## src/rtl/bsn_pkg.sv

```systemverilog
package bsn_pkg;
  localparam int ADDR_W  = 8;
  localparam int DATA_W  = 8;
  localparam int IDX_W   = 4;
  localparam int OP_W    = 4;
  localparam int NREG    = 1 << IDX_W;
  localparam int FRAME_W = ADDR_W + OP_W + 3 * IDX_W;

  localparam logic [OP_W-1:0] OP_ADD  = 4'd0;
  localparam logic [OP_W-1:0] OP_SLL  = 4'd1;
  localparam logic [OP_W-1:0] OP_SRL  = 4'd2;
  localparam logic [OP_W-1:0] OP_SRA  = 4'd3;
  localparam logic [OP_W-1:0] OP_ROR  = 4'd4;
  localparam logic [OP_W-1:0] OP_AND  = 4'd5;
  localparam logic [OP_W-1:0] OP_OR   = 4'd6;
  localparam logic [OP_W-1:0] OP_XOR  = 4'd7;
  localparam logic [OP_W-1:0] OP_NOT  = 4'd8;
  localparam logic [OP_W-1:0] OP_RD   = 4'd9;
  localparam logic [OP_W-1:0] OP_RDST = 4'd10;
  localparam logic [OP_W-1:0] OP_LDI  = 4'd11;

  typedef struct packed {
    logic [IDX_W-1:0]  src_b;
    logic [IDX_W-1:0]  src_a;
    logic [IDX_W-1:0]  dst;
    logic [OP_W-1:0]   op;
    logic [ADDR_W-1:0] addr;
  } frame_t;
endpackage

```

## src/rtl/bsn_rx.sv

```systemverilog
module bsn_rx
  import bsn_pkg::*;
(
  input  logic              clk,
  input  logic              rst_n,
  input  logic              bus_clk_i,
  input  logic              bus_dat_i,
  input  logic [ADDR_W-1:0] node_addr,
  input  logic              exec_done,
  output frame_t            frame,
  output logic              go_exec,
  output logic              go_read,
  output logic              bit_edge
);
  localparam int CNT_W = $clog2(FRAME_W);

  typedef enum logic [1:0] {RX_IDLE, RX_SHIFT, RX_EXEC, RX_REPLY} rx_state_e;

  rx_state_e          st_q, st_n;
  logic [CNT_W-1:0]   cnt_q, cnt_n;
  logic [FRAME_W-2:0] sh_q, sh_n;
  frame_t             frame_n;
  logic               go_exec_n, go_read_n;
  logic [2:0]         ck_q;
  logic [1:0]         dt_q;
  logic               sd;
  frame_t             full;
  logic               is_rd, is_alu, match;

  // two-stage synchronisers plus an edge stage on the bus clock
  always_ff @(posedge clk or negedge rst_n) begin
    if (!rst_n) begin
      ck_q <= '0;
      dt_q <= '1;
    end else begin
      ck_q <= {ck_q[1:0], bus_clk_i};
      dt_q <= {dt_q[0], bus_dat_i};
    end
  end

  assign bit_edge = ck_q[1] & ~ck_q[2];
  assign sd       = dt_q[1];
  assign full     = frame_t'({sd, sh_q});
  assign match    = (full.addr == node_addr);
  assign is_rd    = (full.op == OP_RD) || (full.op == OP_RDST);
  assign is_alu   = (full.op <= OP_NOT) || (full.op == OP_LDI);

  always_comb begin
    st_n      = st_q;
    cnt_n     = cnt_q;
    sh_n      = sh_q;
    frame_n   = frame;
    go_exec_n = 1'b0;
    go_read_n = 1'b0;
    unique case (st_q)
      RX_IDLE: begin
        if (bit_edge && !sd) begin
          st_n  = RX_SHIFT;
          cnt_n = '0;
        end
      end
      RX_SHIFT: begin
        if (bit_edge) begin
          sh_n = {sd, sh_q[FRAME_W-2:1]};
          if (cnt_q == CNT_W'(FRAME_W - 1)) begin
            frame_n = full;
            cnt_n   = '0;
            if (is_rd) begin
              st_n      = RX_REPLY;
              go_read_n = match;
            end else if (match && is_alu) begin
              st_n      = RX_EXEC;
              go_exec_n = 1'b1;
            end else begin
              st_n = RX_IDLE;
            end
          end else begin
            cnt_n = cnt_q + 1'b1;
          end
        end
      end
      RX_EXEC: begin
        if (exec_done) st_n = RX_IDLE;
      end
      RX_REPLY: begin
        if (bit_edge) begin
          if (cnt_q == CNT_W'(DATA_W - 1)) st_n = RX_IDLE;
          else                              cnt_n = cnt_q + 1'b1;
        end
      end
      default: st_n = RX_IDLE;
    endcase
  end

  always_ff @(posedge clk or negedge rst_n) begin
    if (!rst_n) begin
      st_q    <= RX_IDLE;
      cnt_q   <= '0;
      sh_q    <= '0;
      frame   <= '0;
      go_exec <= 1'b0;
      go_read <= 1'b0;
    end else begin
      st_q    <= st_n;
      cnt_q   <= cnt_n;
      sh_q    <= sh_n;
      frame   <= frame_n;
      go_exec <= go_exec_n;
      go_read <= go_read_n;
    end
  end

  // a reply window never launches a command
  a_r10_quiet_reply: assert property (@(posedge clk) disable iff (!rst_n)
    (st_q == RX_REPLY) |=> (!go_exec && !go_read));

  // a command is only launched for a frame carrying this node's address
  a_r1_addr_launch: assert property (@(posedge clk) disable iff (!rst_n)
    (go_exec || go_read) |-> (frame.addr == node_addr));
endmodule

```

## src/rtl/bsn_regfile.sv

```systemverilog
module bsn_regfile #(
  parameter int N_REG  = 16,
  parameter int WIDTH  = 8,
  localparam int IW    = $clog2(N_REG)
) (
  input  logic             clk,
  input  logic             rst_n,
  input  logic             we,
  input  logic [IW-1:0]    waddr,
  input  logic [WIDTH-1:0] wdata,
  input  logic [IW-1:0]    ra,
  input  logic [IW-1:0]    rb,
  output logic [WIDTH-1:0] rdata_a,
  output logic [WIDTH-1:0] rdata_b
);
  logic [WIDTH-1:0] regs [N_REG];

  for (genvar i = 0; i < N_REG; i++) begin : g_reg
    logic wen;
    assign wen = we && (waddr == IW'(i));
    always_ff @(posedge clk or negedge rst_n) begin
      if (!rst_n)   regs[i] <= '0;
      else if (wen) regs[i] <= wdata;
    end
  end

  assign rdata_a = regs[ra];
  assign rdata_b = regs[rb];
endmodule

```

## src/rtl/bsn_serial_alu.sv

```systemverilog
module bsn_serial_alu
  import bsn_pkg::*;
#(
  parameter int WIDTH = 8,
  parameter int IW    = 4,
  localparam int CW   = $clog2(WIDTH)
) (
  input  logic             clk,
  input  logic             rst_n,
  input  logic             start,
  input  logic [OP_W-1:0]  op,
  input  logic [IW-1:0]    dst,
  input  logic [WIDTH-1:0] a_opnd,
  input  logic [WIDTH-1:0] b_opnd,
  output logic             we,
  output logic [IW-1:0]    waddr,
  output logic [WIDTH-1:0] wdata,
  output logic             carry_flag
);
  logic             run_q, run_n;
  logic [CW-1:0]    cnt_q, cnt_n;
  logic             link_q, link_n;
  logic [WIDTH-2:0] acc_q, acc_n;
  logic [OP_W-1:0]  op_q, op_n;
  logic [IW-1:0]    dst_n;
  logic             cflag_n;
  logic [WIDTH-1:0] a_sh, b_sh;
  logic             ak, anx, bk, last, bit_o;

  assign a_sh  = a_opnd >> cnt_q;
  assign b_sh  = b_opnd >> cnt_q;
  assign ak    = a_sh[0];
  assign anx   = a_sh[1];
  assign bk    = b_sh[0];
  assign last  = (cnt_q == CW'(WIDTH - 1));
  assign we    = run_q && last;
  assign wdata = {bit_o, acc_q};

  // one result bit per cycle, LSB first; link_q is carry or held bit
  always_comb begin
    bit_o  = ak;
    link_n = link_q;
    unique case (op_q)
      OP_ADD: begin
        bit_o  = ak ^ bk ^ link_q;
        link_n = (ak & bk) | (link_q & (ak ^ bk));
      end
      OP_SLL: begin
        bit_o  = link_q;
        link_n = ak;
      end
      OP_SRL: bit_o = anx;
      OP_SRA: bit_o = last ? ak : anx;
      OP_ROR: begin
        bit_o  = last ? link_q : anx;
        link_n = (cnt_q == '0) ? ak : link_q;
      end
      OP_AND: bit_o = ak & bk;
      OP_OR:  bit_o = ak | bk;
      OP_XOR: bit_o = ak ^ bk;
      OP_NOT: bit_o = ~ak;
      default: bit_o = ak;
    endcase
  end

  always_comb begin
    run_n   = run_q;
    cnt_n   = cnt_q;
    acc_n   = acc_q;
    op_n    = op_q;
    dst_n   = waddr;
    cflag_n = carry_flag;
    if (start) begin
      run_n = 1'b1;
      cnt_n = '0;
      op_n  = op;
      dst_n = dst;
    end else if (run_q) begin
      acc_n = {bit_o, acc_q[WIDTH-2:1]};
      cnt_n = cnt_q + 1'b1;
      if (last) begin
        run_n = 1'b0;
        if (op_q == OP_ADD) cflag_n = link_n;
      end
    end
  end

  always_ff @(posedge clk or negedge rst_n) begin
    if (!rst_n) begin
      run_q      <= 1'b0;
      cnt_q      <= '0;
      link_q     <= 1'b0;
      acc_q      <= '0;
      op_q       <= '0;
      waddr      <= '0;
      carry_flag <= 1'b0;
    end else begin
      run_q      <= run_n;
      cnt_q      <= cnt_n;
      link_q     <= start ? 1'b0 : (run_q ? link_n : link_q);
      acc_q      <= acc_n;
      op_q       <= op_n;
      waddr      <= dst_n;
      carry_flag <= cflag_n;
    end
  end

  // a new command never arrives while one is still streaming
  a_r12_no_overlap: assert property (@(posedge clk) disable iff (!rst_n)
    start |-> !run_q);

  // the carry flag only moves at the end of an add
  a_r8_cflag_hold: assert property (@(posedge clk) disable iff (!rst_n)
    (we && op_q != OP_ADD) |=> $stable(carry_flag));

  // each operation writes exactly once, WIDTH cycles after launch
  a_r3_single_write: assert property (@(posedge clk) disable iff (!rst_n)
    we |=> !run_q);
endmodule

```

## src/rtl/bsn_tx.sv

```systemverilog
module bsn_tx #(
  parameter int WIDTH = 8,
  localparam int CW   = $clog2(WIDTH)
) (
  input  logic             clk,
  input  logic             rst_n,
  input  logic             load,
  input  logic [WIDTH-1:0] data,
  input  logic             bit_edge,
  output logic             dat_o,
  output logic             oe
);
  logic [WIDTH-1:0] sh_q, sh_n;
  logic [CW-1:0]    cnt_q, cnt_n;
  logic             oe_n;

  assign dat_o = sh_q[0];

  always_comb begin
    sh_n  = sh_q;
    cnt_n = cnt_q;
    oe_n  = oe;
    if (load) begin
      sh_n  = data;
      cnt_n = '0;
      oe_n  = 1'b1;
    end else if (oe && bit_edge) begin
      if (cnt_q == CW'(WIDTH - 1)) begin
        oe_n = 1'b0;
        sh_n = '0;
      end else begin
        sh_n  = sh_q >> 1;
        cnt_n = cnt_q + 1'b1;
      end
    end
  end

  always_ff @(posedge clk or negedge rst_n) begin
    if (!rst_n) begin
      sh_q  <= '0;
      cnt_q <= '0;
      oe    <= 1'b0;
    end else begin
      sh_q  <= sh_n;
      cnt_q <= cnt_n;
      oe    <= oe_n;
    end
  end

  // bit 0 goes on the wire as soon as a reply is loaded
  a_r7_first_bit: assert property (@(posedge clk) disable iff (!rst_n)
    load |=> (oe && dat_o == $past(data[0])));

  // the wire is released after the last bit period
  a_r7_release: assert property (@(posedge clk) disable iff (!rst_n)
    (oe && bit_edge && !load && cnt_q == CW'(WIDTH - 1)) |=> !oe);
endmodule

```

## src/rtl/bsn_node.sv

```systemverilog
module bsn_node
  import bsn_pkg::*;
(
  input  logic              clk,
  input  logic              rst_n,
  input  logic [ADDR_W-1:0] node_addr,
  input  logic              bus_clk_i,
  input  logic              bus_dat_i,
  output logic              bus_dat_o,
  output logic              bus_dat_oe
);
  logic [1:0]        rst_q;
  logic              rst_core_n;
  frame_t            frame;
  logic              go_exec, go_read, bit_edge;
  logic              alu_we, carry_flag;
  logic [IDX_W-1:0]  alu_waddr;
  logic [DATA_W-1:0] alu_wdata, rf_a, rf_b, a_opnd, reply;

  // asynchronous assertion, synchronous release
  always_ff @(posedge clk or negedge rst_n) begin
    if (!rst_n) rst_q <= '0;
    else        rst_q <= {rst_q[0], 1'b1};
  end
  assign rst_core_n = rst_q[1];

  bsn_rx i_rx (
    .clk       (clk),
    .rst_n     (rst_core_n),
    .bus_clk_i (bus_clk_i),
    .bus_dat_i (bus_dat_i),
    .node_addr (node_addr),
    .exec_done (alu_we),
    .frame     (frame),
    .go_exec   (go_exec),
    .go_read   (go_read),
    .bit_edge  (bit_edge)
  );

  bsn_regfile #(.N_REG(NREG), .WIDTH(DATA_W)) i_rf (
    .clk     (clk),
    .rst_n   (rst_core_n),
    .we      (alu_we),
    .waddr   (alu_waddr),
    .wdata   (alu_wdata),
    .ra      (frame.src_a),
    .rb      (frame.src_b),
    .rdata_a (rf_a),
    .rdata_b (rf_b)
  );

  assign a_opnd = (frame.op == OP_LDI) ? {frame.src_b, frame.src_a} : rf_a;
  assign reply  = (frame.op == OP_RDST) ? {{(DATA_W-1){1'b0}}, carry_flag} : rf_a;

  bsn_serial_alu #(.WIDTH(DATA_W), .IW(IDX_W)) i_alu (
    .clk        (clk),
    .rst_n      (rst_core_n),
    .start      (go_exec),
    .op         (frame.op),
    .dst        (frame.dst),
    .a_opnd     (a_opnd),
    .b_opnd     (rf_b),
    .we         (alu_we),
    .waddr      (alu_waddr),
    .wdata      (alu_wdata),
    .carry_flag (carry_flag)
  );

  bsn_tx #(.WIDTH(DATA_W)) i_tx (
    .clk      (clk),
    .rst_n    (rst_core_n),
    .load     (go_read),
    .data     (reply),
    .bit_edge (bit_edge),
    .dat_o    (bus_dat_o),
    .oe       (bus_dat_oe)
  );

  // opcodes 12..15 never reach the register file
  a_r9_no_illegal_write: assert property (@(posedge clk) disable iff (!rst_core_n)
    alu_we |-> (frame.op <= OP_NOT || frame.op == OP_LDI));
endmodule

```

## config.mk

```make
export PLATFORM = sky130hd
export DESIGN_NAME = bsn_node
export DESIGN_NICKNAME = d
export VERILOG_FILES = /design/src/rtl/bsn_pkg.sv /design/src/rtl/bsn_rx.sv /design/src/rtl/bsn_regfile.sv /design/src/rtl/bsn_serial_alu.sv /design/src/rtl/bsn_tx.sv /design/src/rtl/bsn_node.sv
export SDC_FILE = /design/constraint.sdc
export NUM_CORES = 1
export LEC_CHECK = 0
export CORE_ASPECT_RATIO = 0.8
export CORE_UTILIZATION = 57
export CTS_CLUSTER_DIAMETER = 50
export DETAILED_ROUTE_END_ITERATION = 6
export PLACE_DENSITY = 0.81
export SLEW_MARGIN = 25
export SYNTH_ARGS = -nofsm -noshare
export SYNTH_HDL_FRONTEND = slang
export SYNTH_SLANG_ARGS = --single-unit
```

## constraint.sdc

```tcl
create_clock -name clk -period 6.19 [get_ports clk]
set_input_delay 0.619 -clock clk [delete_from_list [all_inputs] [get_ports clk]]
set_output_delay 0.619 -clock clk [all_outputs]
set_load 0.02 [all_outputs]
```

After elaboration in Yosys (flattened, before gate mapping):

Index checks and enable logic that the tools add are counted.

* word-level logic and storage cells: 194
* flip-flop bits (word level): 216
* output and inout bits: 2
* bits of input ports: 12

* add/sub/neg operators: 3
* reduce and logical (&&, ||, !) cells: 39
* bitwise gates (word level): 12
* shift operators: 2
* magnitude comparators: 3
* eq/ne operators: 44
* mux-type cells: 53

Operators with widths (count)
* $bmux W8 S4: 2
* $mux W8: 8
* $eq A4 B4 Y1 const B: 14
* $eq A4 B3 Y1 const B: 8
* $mux W5: 5
* $logic_and A1 B1 Y1: 20
* $mux W1: 20
* $eq A4 B2 Y1 const B: 4
* $mux W2: 8
* $mux W3: 5
* $pmux W5 S3: 1
* $ne A2 B1 Y1 const B: 7
* $ge A5 B5 Y1 const B: 2
* $not A4 Y5: 2
* $pmux W1 S9: 1
* $eq A4 B1 Y1 const B: 2
* $eq A8 B8 Y1: 1
* $logic_not A4 Y1: 2
* $pmux W2 S4: 1
* $reduce_and A2 Y1: 4
* $shr A8 B3 Y1: 1
* $shr A8 B3 Y2: 1
* $mux W7: 1
* $add A3 B1 Y3 const B: 2
* other kinds (23): 34

Longest topological paths before layout:

* word-level depth: 12
* mapped depth: 20
* gate-level depth less buffers: 16

Modules after synthesis:

A second synthesis with hierarchy kept.

* cells, all modules: 825
* area, all modules: 11713.7 µm²

Modules (own cells, without submodules)
* bsn_regfile: area each 6810.3 µm², cells each 434, sequential area each 3203.1 µm², times used 1
* bsn_rx: area each 2578.7 µm², cells each 175, sequential area each 1529.0 µm², times used 1
* bsn_serial_alu: area each 1471.4 µm², cells each 136, sequential area each 525.5 µm², times used 1
* bsn_tx: area each 604.3 µm², cells each 59, sequential area each 300.3 µm², times used 1
* bsn_node: area each 249.0 µm², cells each 21, sequential area each 50.0 µm², times used 1

Least setup slack after synthesis:

No wires, ideal clock.

* path type: register to register
* from: register, netlist name i_rx.frame[20]
* to: register i_rf.regs[111] (netlist bit)
* arrival time: 4.472 ns
* path buffers: 3
* stages on the path, launching flop included: 19
* path slack: 1.635 ns
* data required time: 6.107 ns
* library setup time: 0.083 ns
* clock period less this slack: 4.555 ns
* cell sequence: dfrtp_1 -> buf_2 -> buf_1 -> mux4_2 -> mux4_2 -> mux4_2 -> nand2_1 -> nand2_1 -> inv_1 -> fa_1 -> or3_1 -> a211oi_1 -> a211oi_1 -> nand3_1 -> a211oi_1 -> o221ai_1 -> a31oi_4 -> buf_6 -> a31oi_1

* cells in the longest elaborated chain, start to end: 8
* elaborated cells between the ends (all ways): 15
* those cells by class: 2 x shift; 7 x mux; 6 x bitwise

Ends and longest elaborated chain
* $not A4 Y5 (implied by the code): line bsn_regfile.sv:28 `assign rdata_b = regs[rb];`
* $bmux W8 S4: line bsn_regfile.sv:28
* $mux W8 (implied by the code) (2 in series): line bsn_regfile.sv:28
* $shr A8 B3 Y1: line bsn_serial_alu.sv:31 `assign b_sh = b_opnd >> cnt_q;`
* $xor A1 B1 Y1: line bsn_serial_alu.sv:45, bsn_serial_alu.sv:60
* $xor A1 B1 Y1: line bsn_serial_alu.sv:45 `bit_o = ak ^ bk ^ link_q;`
* $pmux W1 S9 *: line bsn_serial_alu.sv:43 `unique case (op_q)`
* end signal: indexed assignment: line bsn_regfile.sv:23 `else if (wen) regs[i] <= wdata;`
* end: declaration: line bsn_regfile.sv:16 `logic [WIDTH-1:0] regs [N_REG];`

Every way passes the cells marked *; elsewhere a longest branch is shown, timed or not. The select of a mux whose other input is x is not followed.
A chain may end at the register's enable or synchronous reset.

Worst setup path after layout:

* from: register, netlist name i_rx.frame[18]
* to: register i_rf.regs[119] (netlist bit)

* cells in the longest elaborated chain, start to end: 9
* elaborated cells between the ends (all ways): 14
* those cells by class: 1 x shift; 7 x mux; 6 x bitwise

Ends and longest elaborated chain
* $not A4 Y5 (implied by the code): line bsn_regfile.sv:27 `assign rdata_a = regs[ra];`
* $bmux W8 S4: line bsn_regfile.sv:27
* $mux W8 (implied by the code) (2 in series): line bsn_regfile.sv:27
* $mux W8 *: line bsn_node.sv:52 `assign a_opnd = (frame.op == OP_LDI) ? {frame.src_b, frame.src_a} : rf_a;`
* $shr A8 B3 Y2 *: line bsn_serial_alu.sv:30 `assign a_sh = a_opnd >> cnt_q;`
* $xor A1 B1 Y1: line bsn_serial_alu.sv:45, bsn_serial_alu.sv:60
* $xor A1 B1 Y1: line bsn_serial_alu.sv:45
* $pmux W1 S9 *: line bsn_serial_alu.sv:43

Marks and branches as above.

==> run summary <==
The cell area that synthesis handed to floorplanning was 11400 µm². The logs give 6550 ps for the endpoint required time on the critical path and 42.5% for the met1 usage. Core area: 19300 µm². The first TritonRoute pass finished after 6 iterations. Endpoint class of the critical path: a flip-flop. The detail route stage leaves a number of antenna-violating nets equal to 0. The run gives 7688 as the number of global-route vias before repair.

TritonCTS built the clock tree. For the number of antenna violations at the first check in global routing, the log shows 1. The post-route netlist has 27.3% of its cells at a drive strength greater than 1. The flow ran to the end, and the final reports show no timing, DRC or antenna violations.

For the overall global routing resource usage, the log shows 28.8%. The utilization of the core after routing came out at 64.4%. Count of buffers added by post-CTS timing repair for setup: 0. STA puts the critical path data arrival time at 5700 ps. The run gives 951 as the number of nets at the end of the flow. For the post-cts hold buffer count, the log shows 0.

The tightest hold margin is 255 ps, and the tightest slew margin relative to the limit is 27.6%. Synthesis handed over a netlist of 934 instances. In the final layout, the multi-input gates occupy 5600 µm².

The die covers 20500 µm². The width of the die works out to 160 µm. Setup repair after global routing left no endpoint under its margin. The logs give 0.985 for the weighted congestion at the end of routability-driven global placement and 45 for the number of standard-cell rows in the floorplan. The count of distinct cell types in the synthesized netlist is 71, and the final clock skew is 14.9 ps.

The clock passes through at most 3 buffers. The min-delay analysis places its worst path in the category input port to asynchronous set/reset pin. The number of placed instances, taps included, is 1162. The worst setup path is of the flip-flop to flip-flop kind. The layout has 1403 filler cells. For the worst-skew pair, the clock arrives at the later sink with an insertion delay of 530 ps. After layout, the worst setup slack is 851 ps. The layer flagged by global routing as most heavily used is met1. The number of hold violations in the final report is 0. Global routing finished with a remaining overflow of 0.

The worst setup path is launched from a flip-flop. The worst path in the final design needs a cycle of 5340 ps, including I/O delays and setup. For this run, asynchronously set or reset flops after synthesis account for 100%.

The worst path uses 86.3% of the clock period. VDD sags by at most 0.198 mV. The number of buffers created by CTS was 24; the clock-pin transition on the worst setup and hold timing paths was 60 ps. The per-cell routed wire length works out to 23.3 µm. The end of the worst register-to-register path is i_rf.regs[119]$_DFFE_PN0P_.

The tool flagged a number of max-cap violations equal to 0. OpenSTA, run right after detailed placement, puts the worst setup slack at 938 ps. Entering global routing, the biggest net connects 78 pins. The number of nets handed over by synthesis was 955. In this run the tool buffered the top-level ports with 13 buffer cells.

In this run, synthesis produced a sequential element count of 216. In the final layout, flip-flops and latches occupy 5410 µm². Sequential elements use 47.6% of the synthesized area. The tools report the post-CTS resize count as 0.

The tree is rooted in a clkbuf_16. In the global route stage, met2 resource usage came out at 39.7%. Count of boundary I/O pins: 14.

For this run, global-route usage on met3 was measured as 9.90%. Yosys printed 0 warnings. The half-perimeter wire length after detailed placement was 18.9 mm; the aggregate negative setup slack was 0 ps. For the pin with the worst max-slew slack, the measured transition is 1080 ps. Relative to the synthesized area, the layout overhead comes to 9.21%.

The chip height was 128 µm; the vias per cell was 6.53. For the highest clock frequency the design can meet, the log shows 187 MHz. For this run, the leading register cell type out of synthesis is dfrtp_1. In this run the static leakage power is 5.52 nW.

For this design the ratio of total power to cell area is 254 nW/µm². For the setup slack of the most critical reg-to-reg path, the log shows 850 ps. The tools report the count of pins over their slew limit as 0. The via count of the routed design was 7852; the number of non-filler instances in the completed layout was 1203. The detailed router finished its first iteration with 977 violations.

Once the floorplan was initialized, standard cells occupied 59.0% of the core. Setup violations remaining at the end of the flow were counted as 0. Worst flop-to-flop path startpoint: i_rx.frame[18]$_DFFE_PN0P_.

The number of cells on the worst reg-to-reg path is 16. The tools report the global-route wire length before repair as 45.0 mm. The top fanout value on the critical path was 20; the total length of routed wires was 28.0 mm. The number of antenna diodes in the final layout is 0. The CTS sink count is 216, and the number of enable-type register cells in the synthesized netlist is 0.

The tools report the number of levels the H-tree was split into as 1. For this run, design rule violations remaining after detail routing come to 0. The average instance in the mapped netlist occupies 12.2 µm².
-- per-stage QoR --
step	instance area (µm²)	total power, mW
final	12400	3.16
after detailed placement	11700	1.85
after global placement	11700	1.84
after global routing	12400	3.27
after floorplan	11400	1.78
after CTS	12400	3.17
-- metal layers --
| layer | vias to the layer above | wire (µm) |
|---|---|---|
| li1 | 3406 | - |
| met1 | 3973 | 11800 |
| met2 | 407 | 11900 |
| met3 | 64 | 3350 |
| met4 | 2 | 903 |
| met5 | - | 69 |
-- state kept, by name (all words and copies together), names as in the netlist, 4 cells and up --
signal       flops
i_rx.frame      16
i_alu.op_q       4
i_rf.regs      128
i_rx.cnt_q       5
i_alu.acc_q      7
i_alu.waddr      4
i_rx.sh_q       23
i_tx.sh_q        8
-- cell usage in the layout (no fill, tap or decap), drive strengths merged, types with 7 or more instances in the layout --
cell	n
a21o	7
dfrtp	214
mux4	68
mux2i	42
a31oi	19
xnor2	11
nand3	9
inv	20
nand2b	8
clkdlybuf4s50	13
a21oi	23
buf	13
clkinv	11
mux2	124
nor3	12
nand2	161
ha	8
nor2	42
a221oi	7
o21ai	23
clkbuf	34
-- cell usage after synthesis (6+ instances only) --
master      n  area (µm²)
a21o_1      7        52.6
a21oi_1    23         115
a221oi_1    7        61.3
a31oi_1    18         113
buf_1       8        30.0
buf_6       6        67.6
clkbuf_1   34         128
dfrtp_1   214        5360
ha_1        8         100
inv_1      20        75.1
mux2_2    124        1400
mux2i_1    41         410
mux4_2     64        1440
nand2_1   161         604
nand2b_1    8        50.1
nand3_1     9        45.0
nor2_1     41         154
nor2b_1     6        37.5
nor3_1     12        60.1
o21ai_0    22         110
xnor2_1    11        96.3
-- layout make-up --
type                    count  share of cell area [%]
repair buffers             26                    1.97
flip-flops and latches    216                    43.6
inverters                  25                   0.756
well taps                 258                    2.60
clock buffers              34                    5.47
clock inverters             7                   0.454
multi-input cells         637                    45.1
-- critical path: stages (launching register included) --
cell and delay, ps:
dfrtp_1 770, buf_4 370, and2_0 250, a221oi_1 450, o21ai_0 200, a21oi_1 320
nor4_4 100, nor2_4 190, inv_1 100, fa_1 520, or3_1 90, a211oi_1 60
a211oi_1 430, o311ai_0 220, a2111o_1 360, a31oi_4 520, a31oi_1 190
-- power breakdown --
group | internal (mW) | switching, mW | total (mW)
clock network | 0.763 | 0.567 | 1.33
registers | 1.47 | 0.0917 | 1.56
logic | 0.132 | 0.130 | 0.262
-- kinds of logic after synthesis --
group / after synthesis / synth area share, %
other: 1 / 0.0330
buffers and inverters: 81 / 3.34
xor gates and xnor gates: 12 / 0.925
and+or+nand+nor: 267 / 10.4
adders and majority gates: 9 / 1.06
DFF: 216 / 47.6
AOI/OAI and AO/OA: 114 / 6.90
muxes: 234 / 29.7
-- how the worst max path moves through the flow --
| stage | start | to | slack, ps | depth (start not counted) |
|---|---|---|---|---|
| floorplan | i_rx.frame[20]$_DFFE_PN0P_ | i_rf.regs[111]$_DFFE_PN0P_ | 1630 | 18 |
| global placement | i_rx.frame[18]$_DFFE_PN0P_ | i_rf.regs[79]$_DFFE_PN0P_ | 1080 | 15 |
| detailed placement | i_rx.frame[18]$_DFFE_PN0P_ | i_rf.regs[119]$_DFFE_PN0P_ | 940 | 15 |
| CTS | i_rx.frame[18]$_DFFE_PN0P_ | i_rf.regs[119]$_DFFE_PN0P_ | 880 | 16 |
| global route | i_rx.frame[18]$_DFFE_PN0P_ | i_rf.regs[119]$_DFFE_PN0P_ | 560 | 16 |
| finish | i_rx.frame[18]$_DFFE_PN0P_ | i_rf.regs[119]$_DFFE_PN0P_ | 850 | 16 |
Power figures use the tool's default switching activity.
